==> src/rtl/cap_pkg.sv <==
package cap_pkg;
  typedef enum logic [1:0] {
    EDGE_OFF  = 2'b00,
    EDGE_RISE = 2'b01,
    EDGE_FALL = 2'b10,
    EDGE_BOTH = 2'b11
  } edge_sel_e;
endpackage

==> src/rtl/cap_qualify.sv <==
module cap_qualify
  import cap_pkg::*;
(
  input  logic       clk,
  input  logic       rst,
  input  logic       pin,
  input  logic [1:0] mode,
  output logic       evt
);
  logic s1, s2, s3, lvl;
  logic accept, rise, fall;
  edge_sel_e sel;

  assign sel    = edge_sel_e'(mode);
  assign accept = (s2 == s3) && (s2 != lvl);
  assign rise   = accept & s2;
  assign fall   = accept & ~s2;

  always_ff @(posedge clk) begin
    if (rst) begin
      s1  <= 1'b0;
      s2  <= 1'b0;
      s3  <= 1'b0;
      lvl <= 1'b0;
    end else begin
      s1 <= pin;
      s2 <= s1;
      s3 <= s2;
      if (accept) lvl <= s2;
    end
  end

  always_comb begin
    case (sel)
      EDGE_RISE: evt = rise;
      EDGE_FALL: evt = fall;
      EDGE_BOTH: evt = accept;
      default:   evt = 1'b0;
    endcase
  end


  hold_two_edges_chk: assert property (@(posedge clk) disable iff (rst)
    (lvl != $past(lvl)) |-> ($past(s2) == $past(s3)));


  evt_level_chk: assert property (@(posedge clk) disable iff (rst)
    evt |=> (lvl != $past(lvl)));
endmodule

==> src/rtl/cap_fifo.sv <==
module cap_fifo #(
  parameter int DW    = 16,
  parameter int DEPTH = 2,
  parameter int CNTW  = $clog2(DEPTH + 1)
) (
  input  logic            clk,
  input  logic            rst,
  input  logic            push,
  input  logic [DW-1:0]   wdata,
  input  logic            pop,
  input  logic            set_cnt,
  input  logic [CNTW-1:0] cnt_in,
  output logic [CNTW-1:0] cnt,
  output logic [DW-1:0]   head
);
  localparam logic [CNTW-1:0] FULL_CNT = CNTW'(DEPTH);

  logic [DW-1:0]   mem [DEPTH];
  logic [CNTW-1:0] count;
  logic            full, pop_ok, shift;
  logic [CNTW-1:0] widx;

  assign full   = (count == FULL_CNT);
  assign pop_ok = pop && (count != '0);
  assign shift  = pop_ok || (push && full);
  assign widx   = shift ? count - 1'b1 : count;

  // storage: no reset so it can map onto distributed or block memory
  always_ff @(posedge clk) begin
    if (!rst && !set_cnt) begin
      for (int i = 0; i < DEPTH; i++) begin
        if (push && (widx == CNTW'(i)))
          mem[i] <= wdata;
        else if (shift && (i < DEPTH - 1))
          mem[i] <= mem[(i + 1) % DEPTH];
      end
    end
  end

  always_ff @(posedge clk) begin
    if (rst) begin
      count <= '0;
    end else if (set_cnt) begin
      count <= (cnt_in > FULL_CNT) ? FULL_CNT : cnt_in;
    end else if (push && !pop_ok && !full) begin
      count <= count + 1'b1;
    end else if (pop_ok && !push) begin
      count <= count - 1'b1;
    end
  end

  assign cnt  = count;
  assign head = mem[0];


  no_overflow_chk: assert property (@(posedge clk) disable iff (rst)
    count <= FULL_CNT);


  pop_dec_chk: assert property (@(posedge clk) disable iff (rst)
    (pop && !push && !set_cnt && (count != '0)) |=> (count == $past(count) - 1'b1));


  empty_pop_chk: assert property (@(posedge clk) disable iff (rst)
    (pop && !push && !set_cnt && (count == '0)) |=> (count == '0));


  set_clamp_chk: assert property (@(posedge clk) disable iff (rst)
    set_cnt |=> (count == (($past(cnt_in) > FULL_CNT) ? FULL_CNT : $past(cnt_in))));

  generate
    if (DEPTH > 1) begin : g_drop

      full_drop_chk: assert property (@(posedge clk) disable iff (rst)
        (push && !pop && !set_cnt && full) |=> ((count == FULL_CNT) && (mem[0] == $past(mem[1]))));
    end
  endgenerate
endmodule

==> src/rtl/capture_unit.sv <==
module capture_unit #(
  parameter int NCH   = 3,
  parameter int TW    = 16,
  parameter int DEPTH = 2,
  parameter int STW   = 16
) (
  input  logic                              clk,
  input  logic                              rst,
  input  logic [TW-1:0]                     timer_val,
  input  logic [NCH-1:0]                    cap_pin,
  input  logic [2*NCH-1:0]                  edge_cfg,
  input  logic [NCH-1:0]                    irq_mask,
  input  logic [NCH-1:0]                    irq_clr,
  input  logic [NCH-1:0]                    rd_pop,
  output logic [NCH*TW-1:0]                 rd_data,
  input  logic                              stat_wr,
  input  logic [NCH*$clog2(DEPTH+1)-1:0]    stat_wdata,
  output logic [STW-1:0]                    fifo_stat,
  output logic [NCH-1:0]                    irq_flag,
  output logic                              irq_out
);
  localparam int CNTW = $clog2(DEPTH + 1);
  localparam int HALF = STW / 2;

  logic [NCH-1:0]  push_vec;
  logic [CNTW-1:0] cnt_v [NCH];

  generate
    for (genvar g = 0; g < NCH; g++) begin : g_ch
      cap_qualify u_qual (
        .clk  (clk),
        .rst  (rst),
        .pin  (cap_pin[g]),
        .mode (edge_cfg[2*g +: 2]),
        .evt  (push_vec[g])
      );

      cap_fifo #(
        .DW    (TW),
        .DEPTH (DEPTH),
        .CNTW  (CNTW)
      ) u_fifo (
        .clk     (clk),
        .rst     (rst),
        .push    (push_vec[g]),
        .wdata   (timer_val),
        .pop     (rd_pop[g]),
        .set_cnt (stat_wr),
        .cnt_in  (stat_wdata[CNTW*g +: CNTW]),
        .cnt     (cnt_v[g]),
        .head    (rd_data[TW*g +: TW])
      );
    end
  endgenerate

  always_comb begin
    fifo_stat = '0;
    for (int k = 0; k < NCH; k++)
      fifo_stat[HALF + CNTW*k +: CNTW] = cnt_v[k];
  end

  always_ff @(posedge clk) begin
    if (rst) begin
      irq_flag <= '0;
      irq_out  <= 1'b0;
    end else begin
      irq_flag <= (irq_flag & ~irq_clr) | push_vec;
      irq_out  <= |(irq_flag & irq_mask);
    end
  end


  flag_set_chk: assert property (@(posedge clk) disable iff (rst)
    (|push_vec) |=> ((irq_flag & $past(push_vec)) == $past(push_vec)));


  flag_clear_chk: assert property (@(posedge clk) disable iff (rst)
    (|(irq_clr & ~push_vec)) |=> ((irq_flag & $past(irq_clr & ~push_vec)) == '0));


  irq_line_chk: assert property (@(posedge clk) disable iff (rst)
    irq_out == (|($past(irq_flag) & $past(irq_mask))));
endmodule

==> config.mk <==
export PLATFORM = sky130hd
export DESIGN_NAME = capture_unit
export DESIGN_NICKNAME = d
export VERILOG_FILES = /design/src/rtl/cap_pkg.sv /design/src/rtl/cap_qualify.sv /design/src/rtl/cap_fifo.sv /design/src/rtl/capture_unit.sv
export SDC_FILE = /design/constraint.sdc
export NUM_CORES = 1
export LEC_CHECK = 0
export BUFFER_PORTS_ARGS = -buffer_cell sky130_fd_sc_hd__buf_2
export CORE_MARGIN = 2
export CORE_UTILIZATION = 45
export CTS_BUF_LIST = sky130_fd_sc_hd__clkbuf_16
export DETAILED_ROUTE_END_ITERATION = 7
export HOLD_SLACK_MARGIN = 0.06
export PLACE_DENSITY = 0.76
export REMOVE_ABC_BUFFERS = 1
export SKIP_LAST_GASP = 1
export SLEW_MARGIN = 20
export SYNTH_ARGS = -nofsm -noshare
export SYNTH_HDL_FRONTEND = slang
export SYNTH_SLANG_ARGS = --single-unit
==> constraint.sdc <==
create_clock -name clk -period 3.5 [get_ports clk]
set_input_delay 0.175 -clock clk [delete_from_list [all_inputs] [get_ports clk]]
set_output_delay 0.175 -clock clk [all_outputs]
set_load 0.005 [all_outputs]
==> metrics.yaml, run 1 <==
synth_edf_count: 96
wl_mm: 10.48
cts_resized: 0
first_iter_violations: 229
synthArstFlopShare: 0
tns_ns: 0
grt_pass1_vias: 3131
worstSkewPairLatency_ns: 0.42
maxSlewViolCount: 0
p_comb_frac: 0.069
ys_ff_latch: 118
crit_path_max_fanout: 16
cp.arrival_ns: 2.68
critPathMaxStageDelay_ns: 0.80
stdcell_count: 627
p_sw_uw: 776.1
setup_violations: 0
cts_setup_buffers: 0
fin_crit_ns: 2.649
overflow: 0
seq_area_frac_synth: 0.6210
fillerInstances: 926
crit_path_cell_trace: "inv_1 > ha_1 > nor2b_1 > o21ai_0 > o21ai_0 > and3_1"
placedCellCount: 569
ios: 111
p_seq_frac: 0.438
whs_ns: 0.09177
cts_tree: "done"
path_clk_slew_ns: 0.06
fin_skew_ns: 0.02321
r2r_setup_slack_ns: 0.85
setup_slack_ns: 0.8513
start_kind: "flop"
power.total_mw: 3.560
layout.nets: 529
endpoint_kind: "flop"
violations: "design-rule violations"
place_congestion: 0.7431
core_area_sq_um: 11520
dp_hpwl_mm: 6.619
worstReg2RegStart: "g_ch[2].u_fifo.cnt[0]"
path_delay_family: "simple AND/OR/NAND/NOR gates"
drive_gt1_frac: 0.4091
clockPowerShare: 0.493
rr_endpoint: "g_ch[2].u_fifo.mem[0][25]"
avgRoutedWirePerCell_um: 16.71
p_sw_frac: 0.2180
crit_path_end: "g_ch[2].u_fifo.mem[0][25]"
slowest_stage: "and3_1"
design_area_sq_um: 6529
worst-path-buf-inv: 1
ant_nets: 0
grt_setup_unrepaired: "false"
cellPowerDensity_nw_per_um2: 545.3
final_core_util: 0.5669
initial_utilization: 0.4647
seq_area_sq_um: 3323
grt_usage: 0.1666
hold_buffers: 26
max_freq_mhz: 377.5
drc: 12
diodes: 0
syn_to_final_growth_pct: 22.00
dieArea_sq_um: 12780
finalHoldViolCount: 0
p_int_mw: 2.784
reg2regPathDepth: 6
synthFlopType: "edfxtp_1"
hp-class: "input pin to flop"
avgSynthCellArea_sq_um: 14.23
max_slew_margin: 0.3717
cap_viol_max_count: 0
rows: 39
crit_required_ns: 3.53
syn_inst: 376
fin_crit_sh: 0.7568
drtPass1Iterations: 7
yosysWarnings: 0
multiInputGateArea_sq_um: 1551
dieWidth_um: 113.1
grt_start_max_net_pins: 23
vias: 3151
cts_buffers: 17
portBuffers: 100
status: "finished with violations"
viasPerCell: 5.026
clock-root-buffer: "clkbuf_16"
peakVddDrop_mv: 0.3518
clockBufferDepth: 2
placed_cell_area_sq_um: 5663
netlist_area_sq_um: 5351
criticalPathCategory: "flop to flop"
yosys.cell_types.count: 41
dieHeight_um: 113.1
grt_pass1_wl_mm: 16.24
cp_common_cell: "o21ai_0"
cts_max_level: 4
cp-startpoint: "g_ch[2].u_fifo.cnt[0]"
p_leak_nw: 2.492
grt_antenna_before_repair: 0
crit_cells: 6
cts_sinks: 118
dpl_worst_slack_ns: 0.7905
max_slew.worst_pin.slew_ns: 0.9424
==> tightest hold or removal path: cells and delay by family <==
family | cells | cell delay, ns
buffers and inverters | 2 | 0.11
AND/OR/NAND/NOR | 1 | 0.05
AO/OA/AOI/OAI | 1 | 0.11
==> cell usage after synthesis, types with 3 or more instances <==
library cell / number / area share
clkbuf_1: 4 / 0.0028
nand2b_1: 4 / 0.0047
o21ai_0: 17 / 0.016
and3_1: 3 / 0.0035
mux2_2: 49 / 0.10
o31ai_1: 3 / 0.0042
nor2b_1: 13 / 0.015
buf_4: 58 / 0.081
edfxtp_1: 96 / 0.54
nand3_1: 3 / 0.0028
nand2_1: 4 / 0.0028
o21a_1: 4 / 0.0056
buf_6: 3 / 0.0063
ha_1: 15 / 0.035
a21oi_1: 18 / 0.017
dfxtp_1: 22 / 0.082
nor2_1: 16 / 0.011
inv_1: 15 / 0.011
xor2_1: 3 / 0.0049
==> layout by cell type (no fill, tap or decap), types with 2 or more instances in the layout <==
cell type        n
clkinv_4         5
clkbuf_16       17
conb_1          10
nand3_1          3
o21a_1           4
inv_6            3
o31ai_1          3
buf_4            7
xor2_1           3
xnor2_1          2
nor2_1          16
nor4_4           2
ha_1            15
nor2b_1         13
buf_2          100
o21ai_0         17
nand3b_1         2
a311oi_4         3
bufinv_16        3
a21oi_1         15
dlygate4sd3_1   26
mux2_2          49
nand2_1          4
and3_1           3
dfxtp_1         22
nand2b_1         4
a21oi_2          4
inv_1           16
edfxtp_1        96
==> cell type report <==
class,count,share of cell area
well taps,143,0.02741
inverters,15,0.008624
repair buffers,133,0.1246
clock inverters,15,0.02760
clock buffers,17,0.06516
multi-input cells,186,0.2376
flip-flops and latches,118,0.5090
==> cell families (layout without fill, tap and decap cells) <==
group / count (synthesis) / count (layout) / synth area share
DFF: 118 / 118 / 0.6210
buffers and inverters: 81 / 180 / 0.1017
AOI/OAI and AO/OA: 52 / 52 / 0.06500
muxes: 51 / 51 / 0.1071
other: 1 / 10 / 0.0007008
and+or+nand+nor: 53 / 53 / 0.06126
adders and majority gates: 15 / 15 / 0.03507
xor gates and xnor gates: 5 / 5 / 0.008185
==> worst min path at each step <==
stage                     from            endpoint  slack, ns  cells past startpoint
detailed placement  cap_pin[1]   g_ch[1].u_qual.s1       0.39                      2
global route        irq_clr[2]         irq_flag[2]       0.10                      4
floorplan                  rst  g_ch[0].u_qual.lvl       0.24                      1
global placement    cap_pin[1]   g_ch[1].u_qual.s1       0.38                      2
CTS                 irq_clr[2]         irq_flag[2]       0.07                      4
finish              irq_clr[2]         irq_flag[2]       0.09                      4
==> sequential cells by signal, indices dropped and copies added, names as in the netlist <==
| name | cells |
|---|---|
| g_ch.u_fifo.mem | 96 |
| g_ch.u_fifo.cnt | 6 |
| g_ch.u_qual.lvl | 3 |
| g_ch.u_qual.s1 | 3 |
| g_ch.u_qual.s2 | 3 |
| g_ch.u_qual.s3 | 3 |
| irq_flag | 3 |
| irq_out | 1 |
==> layer usage <==
| layer | track usage | up-vias | wire length (um) |
|---|---|---|---|
| met1 | 0.2109 | 1521 | 4652 |
| li1 | - | 1490 | - |
| met5 | 0 | - | 0 |
| met2 | 0.2758 | 133 | 4997 |
| met3 | 0.05570 | 7 | 766 |
| met4 | 0.04553 | 0 | 58 |
==> power groups by stage <==
stage	Clock, mW	Combinational, mW	Sequential [mW]
CTS	1.78	0.246	1.56
global route	1.85	0.271	1.56
detailed placement	0	0.222	1.59
global placement	0	0.212	1.59
finish	1.76	0.245	1.56
floorplan	0	0.128	1.59
(Power assumes the default switching activity.)
==> run 2, diff against run 1 <==
--- a/config.mk
+++ b/config.mk
@@ -5,13 +5,14 @@
 export SDC_FILE = /design/constraint.sdc
 export NUM_CORES = 1
 export LEC_CHECK = 0
+export ABC_AREA = 1
 export BUFFER_PORTS_ARGS = -buffer_cell sky130_fd_sc_hd__buf_2
 export CORE_MARGIN = 2
 export CORE_UTILIZATION = 45
 export CTS_BUF_LIST = sky130_fd_sc_hd__clkbuf_16
 export DETAILED_ROUTE_END_ITERATION = 7
 export HOLD_SLACK_MARGIN = 0.06
-export PLACE_DENSITY = 0.76
+export PLACE_DENSITY = 0.75
 export REMOVE_ABC_BUFFERS = 1
 export SKIP_LAST_GASP = 1
 export SLEW_MARGIN = 20
==> constraint.sdc (replaced) <==
create_clock -name clk -period 2.6 [get_ports clk]
set_input_delay 0.13 -clock clk [delete_from_list [all_inputs] [get_ports clk]]
set_output_delay 0.13 -clock clk [all_outputs]
set_load 0.005 [all_outputs]
==> run 2 against run 1 <==
  * Critical endpoint is now g_ch[0].u_fifo.mem[0][8]
  * Sequential cell count unchanged
  * Clock-buffer cell count unchanged
  * First-iteration DRC count decreased by 27%
  * Total power increased by 33%
  * Non-clock buffer count unchanged
  * Wire length increased by 8.5%
  * Highest routed layer unchanged
  * Clock power increased by 28%
  * Sequential power increased by 35%
  * The run now ends clean
  * Hold slack got worse by 0.013 ns
  * Die area increased by 5.9%
  * Final area increased by 4.3%
  * Critical path type unchanged
==> metrics.yaml, run 2 <==
grt_usage: 0.1820
regMostFlops: "g_ch.u_fifo.mem"
dieArea_sq_um: 13540
criticalPathCategory: "flop to flop"
placed_cell_area_sq_um: 5997
setup_violations: 0
final_cell_mix: "132 x nand2_1, 100 x buf_2, 96 x edfxtp_1"
diodes: 0
yosys.cell_types.count: 30
fillerInstances: 1050
grt_pass1_vias: 3936
p_seq_frac: 0.444
hold_buffers: 24
fin_skew_ns: 0.005651
yosysTopAreaCell: "edfxtp_1"
yosysMostFrequentCell: "nand2_1"
layout.nets: 696
cellPowerDensity_nw_per_um2: 697.7
seq_area_sq_um: 3323
viasPerCell: 4.748
initial_utilization: 0.4557
placedCellCount: 767
vias: 3903
ant_nets: 0
netlist_area_sq_um: 5680
fin_crit_sh: 0.8782
synthFlopType: "edfxtp_1"
largest_register_ffs: 96
crit_path_max_fanout: 18
mostFrequentLayoutCell: "nand2_1"
tns_ns: 0
clockPowerShare: 0.473
stdcell_count: 822
slowest_stage: "dfxtp_1"
first_iter_violations: 167
grt_antenna_before_repair: 0
wl_mm: 11.37
path_clk_slew_ns: 0.05
drc: 0
critPathMaxStageDelay_ns: 0.38
avgSynthCellArea_sq_um: 10.40
place_congestion: 0.8298
cap_viol_max_count: 0
clock-root-buffer: "clkbuf_16"
seq_area_frac_synth: 0.5850
crit_path_cell_trace: "inv_1 > ha_1 > nor2_1 > inv_1 > nand3_1 > nand2_1 > nand2_4 > nand2_4 > o21ai_1 > buf_4"
hp-class: "input pin to flop"
dieWidth_um: 116.4
grt_setup_unrepaired: "false"
p_sw_mw: 1.040
synth_edf_count: 96
whs_ns: 0.07873
synthArstFlopShare: 0
cts_tree: "done"
p_sw_frac: 0.2190
dieHeight_um: 116.4
maxSlewViolCount: 0
core_area_sq_um: 12470
rows: 41
cts_resized: 0
cts_setup_buffers: 0
crit_required_ns: 2.70
grt_start_max_net_pins: 20
yosys.area.top_type_share: 0.5075
netlist_top_cells_count: "132 x nand2_1, 96 x edfxtp_1, 61 x nand3_1"
avgRoutedWirePerCell_um: 13.83
overflow: 0
endpoint_kind: "flop"
p_comb_frac: 0.082
yosys-top-cells-area: "edfxtp_1 51%, nand2_1 8.7%, buf_4 7.9%"
cts_max_level: 4
grt_pass1_wl_mm: 18.37
syn_to_final_growth_pct: 19.85
r2r_setup_slack_ns: 0.32
ios: 111
status: "completed"
cp.arrival_ns: 2.39
drtPass1Iterations: 4
syn_inst: 546
drive_gt1_frac: 0.2615
multiInputGateArea_sq_um: 1688
yosysWarnings: 0
design_area_sq_um: 6808
max_freq_mhz: 438.0
cts_buffers: 17
final_core_util: 0.5461
fin_crit_ns: 2.283
p_int_mw: 3.710
portBuffers: 100
cts_sinks: 118
worstSkewPairLatency_ns: 0.41
clockBufferDepth: 2
start_kind: "flop"
finalHoldViolCount: 0
p_leak_nw: 2.928
dp_hpwl_mm: 7.856
ys_ff_latch: 118
peakVddDrop_mv: 0.4461
-- run 2: worst max-delay path, delay by kind of cell, from the launching register on --
kind	cells	cell delay (ns)
AO/OA/AOI/OAI	1	0.11
adder cells (fa/ha/maj)	1	0.20
buffers and inverters	3	0.50
flip-flops	1	0.38
AND/OR/NAND/NOR	5	0.76
-- run 2: through the flow --
step	setup slack (ns)	total power, mW
after floorplan	-0.3409	2.357
after global placement	0.4397	2.492
after detailed placement	0.3391	2.512
after CTS	0.3163	4.782
after global routing	0.08946	4.925
final	0.3167	4.750
-- run 2: worst paths after layout --
| kind | start | to | cells after the start |
|---|---|---|---|
| worst max-delay path | g_ch[0].u_fifo.cnt[0] | g_ch[0].u_fifo.mem[0][8] | 10 |
| worst max register to register | g_ch[0].u_fifo.cnt[0] | g_ch[0].u_fifo.mem[0][8] | 10 |
| worst min register to register | g_ch[1].u_qual.s1 | g_ch[1].u_qual.s2 | 2 |
| worst min-delay path | stat_wdata[2] | g_ch[1].u_fifo.cnt[0] | 5 |
-- run 2: routing by layer --
metal,global-route usage,part of all wire
met4,0.09921,0.020
met5,0,0
met1,0.2137,0.41
met3,0.05605,0.087
met2,0.2996,0.49
-- run 2: kinds of logic (layout without fill, tap and decap cells) --
logic type,after synthesis,after routing,synth area share
buffers and inverters,123,218,0.1264
and+or+nand+nor,252,252,0.2097
DFF,118,118,0.5850
AOI/OAI and AO/OA,37,37,0.04515
adders and majority gates,15,15,0.03304
other,1,10,0.0006602
-- run 2: layout make-up --
| cell class | instances | area share |
|---|---|---|
| flip-flops and latches | 118 | 0.4881 |
| repair buffers | 133 | 0.1187 |
| inverters | 54 | 0.02977 |
| multi-input cells | 314 | 0.2479 |
| clock buffers | 17 | 0.06249 |
| clock inverters | 14 | 0.02132 |
| well taps | 172 | 0.03161 |
-- run 2: power by group through the flow --
stage | clock network [mW] | registers, mW | logic, mW
4_1_cts | 2.28 | 2.11 | 0.393
5_1_grt | 2.36 | 2.11 | 0.448
3_3_place_gp | 0 | 2.14 | 0.347
3_5_place_dp | 0 | 2.15 | 0.364
2_1_floorplan | 0 | 2.15 | 0.209
6_report | 2.25 | 2.11 | 0.392
==> run 3, diff against run 2 <==
--- a/config.mk
+++ b/config.mk
@@ -7,7 +7,7 @@
 export LEC_CHECK = 0
 export ABC_AREA = 1
 export BUFFER_PORTS_ARGS = -buffer_cell sky130_fd_sc_hd__buf_2
-export CORE_MARGIN = 2
+export CORE_MARGIN = 8
 export CORE_UTILIZATION = 45
 export CTS_BUF_LIST = sky130_fd_sc_hd__clkbuf_16
 export DETAILED_ROUTE_END_ITERATION = 7
==> constraint.sdc (replaced) <==
create_clock -name clk -period 2.4 [get_ports clk]
set_input_delay 0.12 -clock clk [delete_from_list [all_inputs] [get_ports clk]]
set_output_delay 0.12 -clock clk [all_outputs]
set_load 0.005 [all_outputs]
==> run 3 against run 2 <==
  * Non-clock buffer count grew 7
  * Sequential power up 9%
  * Via count is 2.3% higher
  * Critical path type unchanged
  * Largest power group is now sequential cells
==> metrics.yaml, run 3 (same netlist as run 2, synthesis figures left out) <==
cts_tree: "done"
hold-path-endpoint: "g_ch[1].u_fifo.cnt[0]"
p_comb_frac: 0.088
peakVddDrop_mv: 0.6053
largest_register_ffs: 96
grt_antenna_before_repair: 0
maxSlewViolCount: 0
r2r_setup_slack_ns: 0.22
dieArea_sq_um: 16480
dp_hpwl_mm: 8.647
grt_usage: 0.1553
final_core_util: 0.5513
worstSkewPairLatency_ns: 0.41
grt_pass1_vias: 4154
initial_utilization: 0.4557
start_kind: "flop"
syn_to_final_growth_pct: 20.99
cts_sinks: 118
regMostFlops: "g_ch.u_fifo.mem"
reg2regPathDepth: 10
diodes: 0
drtPass1Iterations: 5
avgRoutedWirePerCell_um: 14.78
mostFrequentLayoutCell: "nand2_1"
p_sw_mw: 1.166
wl_mm: 12.24
clockBufferDepth: 2
dieHeight_um: 128.4
p_sw_frac: 0.2333
cp.arrival_ns: 2.29
rows: 41
path_clk_slew_ns: 0.05
drive_gt1_frac: 0.2805
fin_crit_sh: 0.9063
ios: 111
worstReg2RegStart: "g_ch[1].u_fifo.cnt[0]"
viasPerCell: 4.821
drc: 0
grt_start_max_net_pins: 19
grt_setup_unrepaired: "false"
design_area_sq_um: 6873
hp-class: "input pin to flop"
cts_buffers: 17
placedCellCount: 769
stdcell_count: 828
p_seq_frac: 0.457
clock-root-buffer: "clkbuf_16"
status: "completed"
placed_cell_area_sq_um: 6012
whs_path_depth: 5
fin_crit_ns: 2.175
first_iter_violations: 236
cts_max_level: 4
endpoint_kind: "flop"
crit_required_ns: 2.51
finalHoldViolCount: 0
vias: 3992
cellPowerDensity_nw_per_um2: 727.0
overflow: 0
criticalPathCategory: "flop to flop"
max_freq_mhz: 459.8
clockPowerShare: 0.455
p_int_mw: 3.831
ant_nets: 0
dieWidth_um: 128.4
setup_violations: 0
rr_endpoint: "g_ch[1].u_fifo.mem[0][2]"
place_congestion: 0.7366
crit_path_max_fanout: 8
portBuffers: 100
core_area_sq_um: 12470
hold_start: "stat_wdata[2]"
fin_skew_ns: 0.009054
grt_pass1_wl_mm: 20.10
cap_viol_max_count: 0
p_leak_nw: 2.930
layout.nets: 703
final_cell_mix: "132 x nand2_1, 100 x buf_2, 96 x edfxtp_1"
## run 3: changes by cell type in the layout (fill, tap and decap cells not counted), sizes merged
cell / change
buf: +6
clkbuf: +1
bufinv: -2
clkinvlp: +3
inv: -2
## run 3: worst max path at each step
stage,endpoint,cells after the start,from,slack [ns]
CTS,g_ch[0].u_fifo.mem[0][4],10,g_ch[0].u_fifo.cnt[0],0.02
floorplan,g_ch[0].u_fifo.mem[0][0],9,g_ch[0].u_fifo.cnt[0],-0.54
global route,g_ch[1].u_fifo.mem[0][2],10,g_ch[1].u_fifo.cnt[0],0.01
detailed placement,g_ch[0].u_fifo.mem[0][13],10,g_ch[0].u_fifo.cnt[0],0.03
finish,g_ch[1].u_fifo.mem[0][2],10,g_ch[1].u_fifo.cnt[0],0.22
global placement,g_ch[2].u_fifo.mem[0][0],10,g_ch[2].u_fifo.cnt[0],0.22
## run 3: power by group through the flow
stage / sequential, mW / clock, mW / combinational [mW]
3_3_place_gp: 2.32 / 0 / 0.377
5_1_grt: 2.29 / 2.40 / 0.498
3_5_place_dp: 2.33 / 0 / 0.399
4_1_cts: 2.29 / 2.30 / 0.429
6_report: 2.29 / 2.27 / 0.439
2_1_floorplan: 2.33 / 0 / 0.226
## run 3: layout make-up
| cell class | count | area (sq um) |
|---|---|---|
| clock buffers | 17 | 425.4 |
| fillers | 991 | 5593 |
| flip-flops and latches | 118 | 3323 |
| well taps | 172 | 215.2 |
| multi-input cells | 314 | 1723 |
| clock inverters | 13 | 111.4 |
| inverters | 54 | 202.7 |
| repair buffers | 140 | 872.1 |
## run 3: layer usage
layer,wire length (um),track usage,vias to the layer above
met3,1083,0.04841,21
met2,5660,0.2467,182
li1,-,-,1955
met4,252,0.07413,0
met1,5241,0.1891,1834
met5,0,0,-
## run 3: per-stage QoR
| step | setup WS, ns | setup TNS, ns | power [mW] | hold WS (ns) |
|---|---|---|---|---|
| after floorplan | -0.5409 | -28.70 | 2.554 | 0.1891 |
| after global placement | 0.2170 | 0 | 2.701 | 0.3236 |
| after detailed placement | 0.03191 | 0 | 2.726 | 0.3255 |
| after CTS | 0.01676 | 0 | 5.014 | 0.06998 |
| after global routing | 0.01141 | 0 | 5.184 | 0.1107 |
| final | 0.2250 | 0 | 4.997 | 0.08273 |
## run 3: repair_timing
action                                 in CTS  in global routing
endpoints found under the hold margin      55                  0
hold buffers                               24                  0
resized for setup                           0                 10
setup endpoints to repair                   0                 48
setup buffers                               0                  4
## run 3: worst max-delay path: stages (launching register included)
cell      delay [ns]
dfxtp_1         0.41
inv_1           0.11
ha_1            0.21
nor2_1          0.15
inv_1           0.15
nand2_1         0.14
nand2_1         0.07
nand2_1         0.14
nand2_4         0.12
o21ai_4         0.18
clkbuf_4        0.23
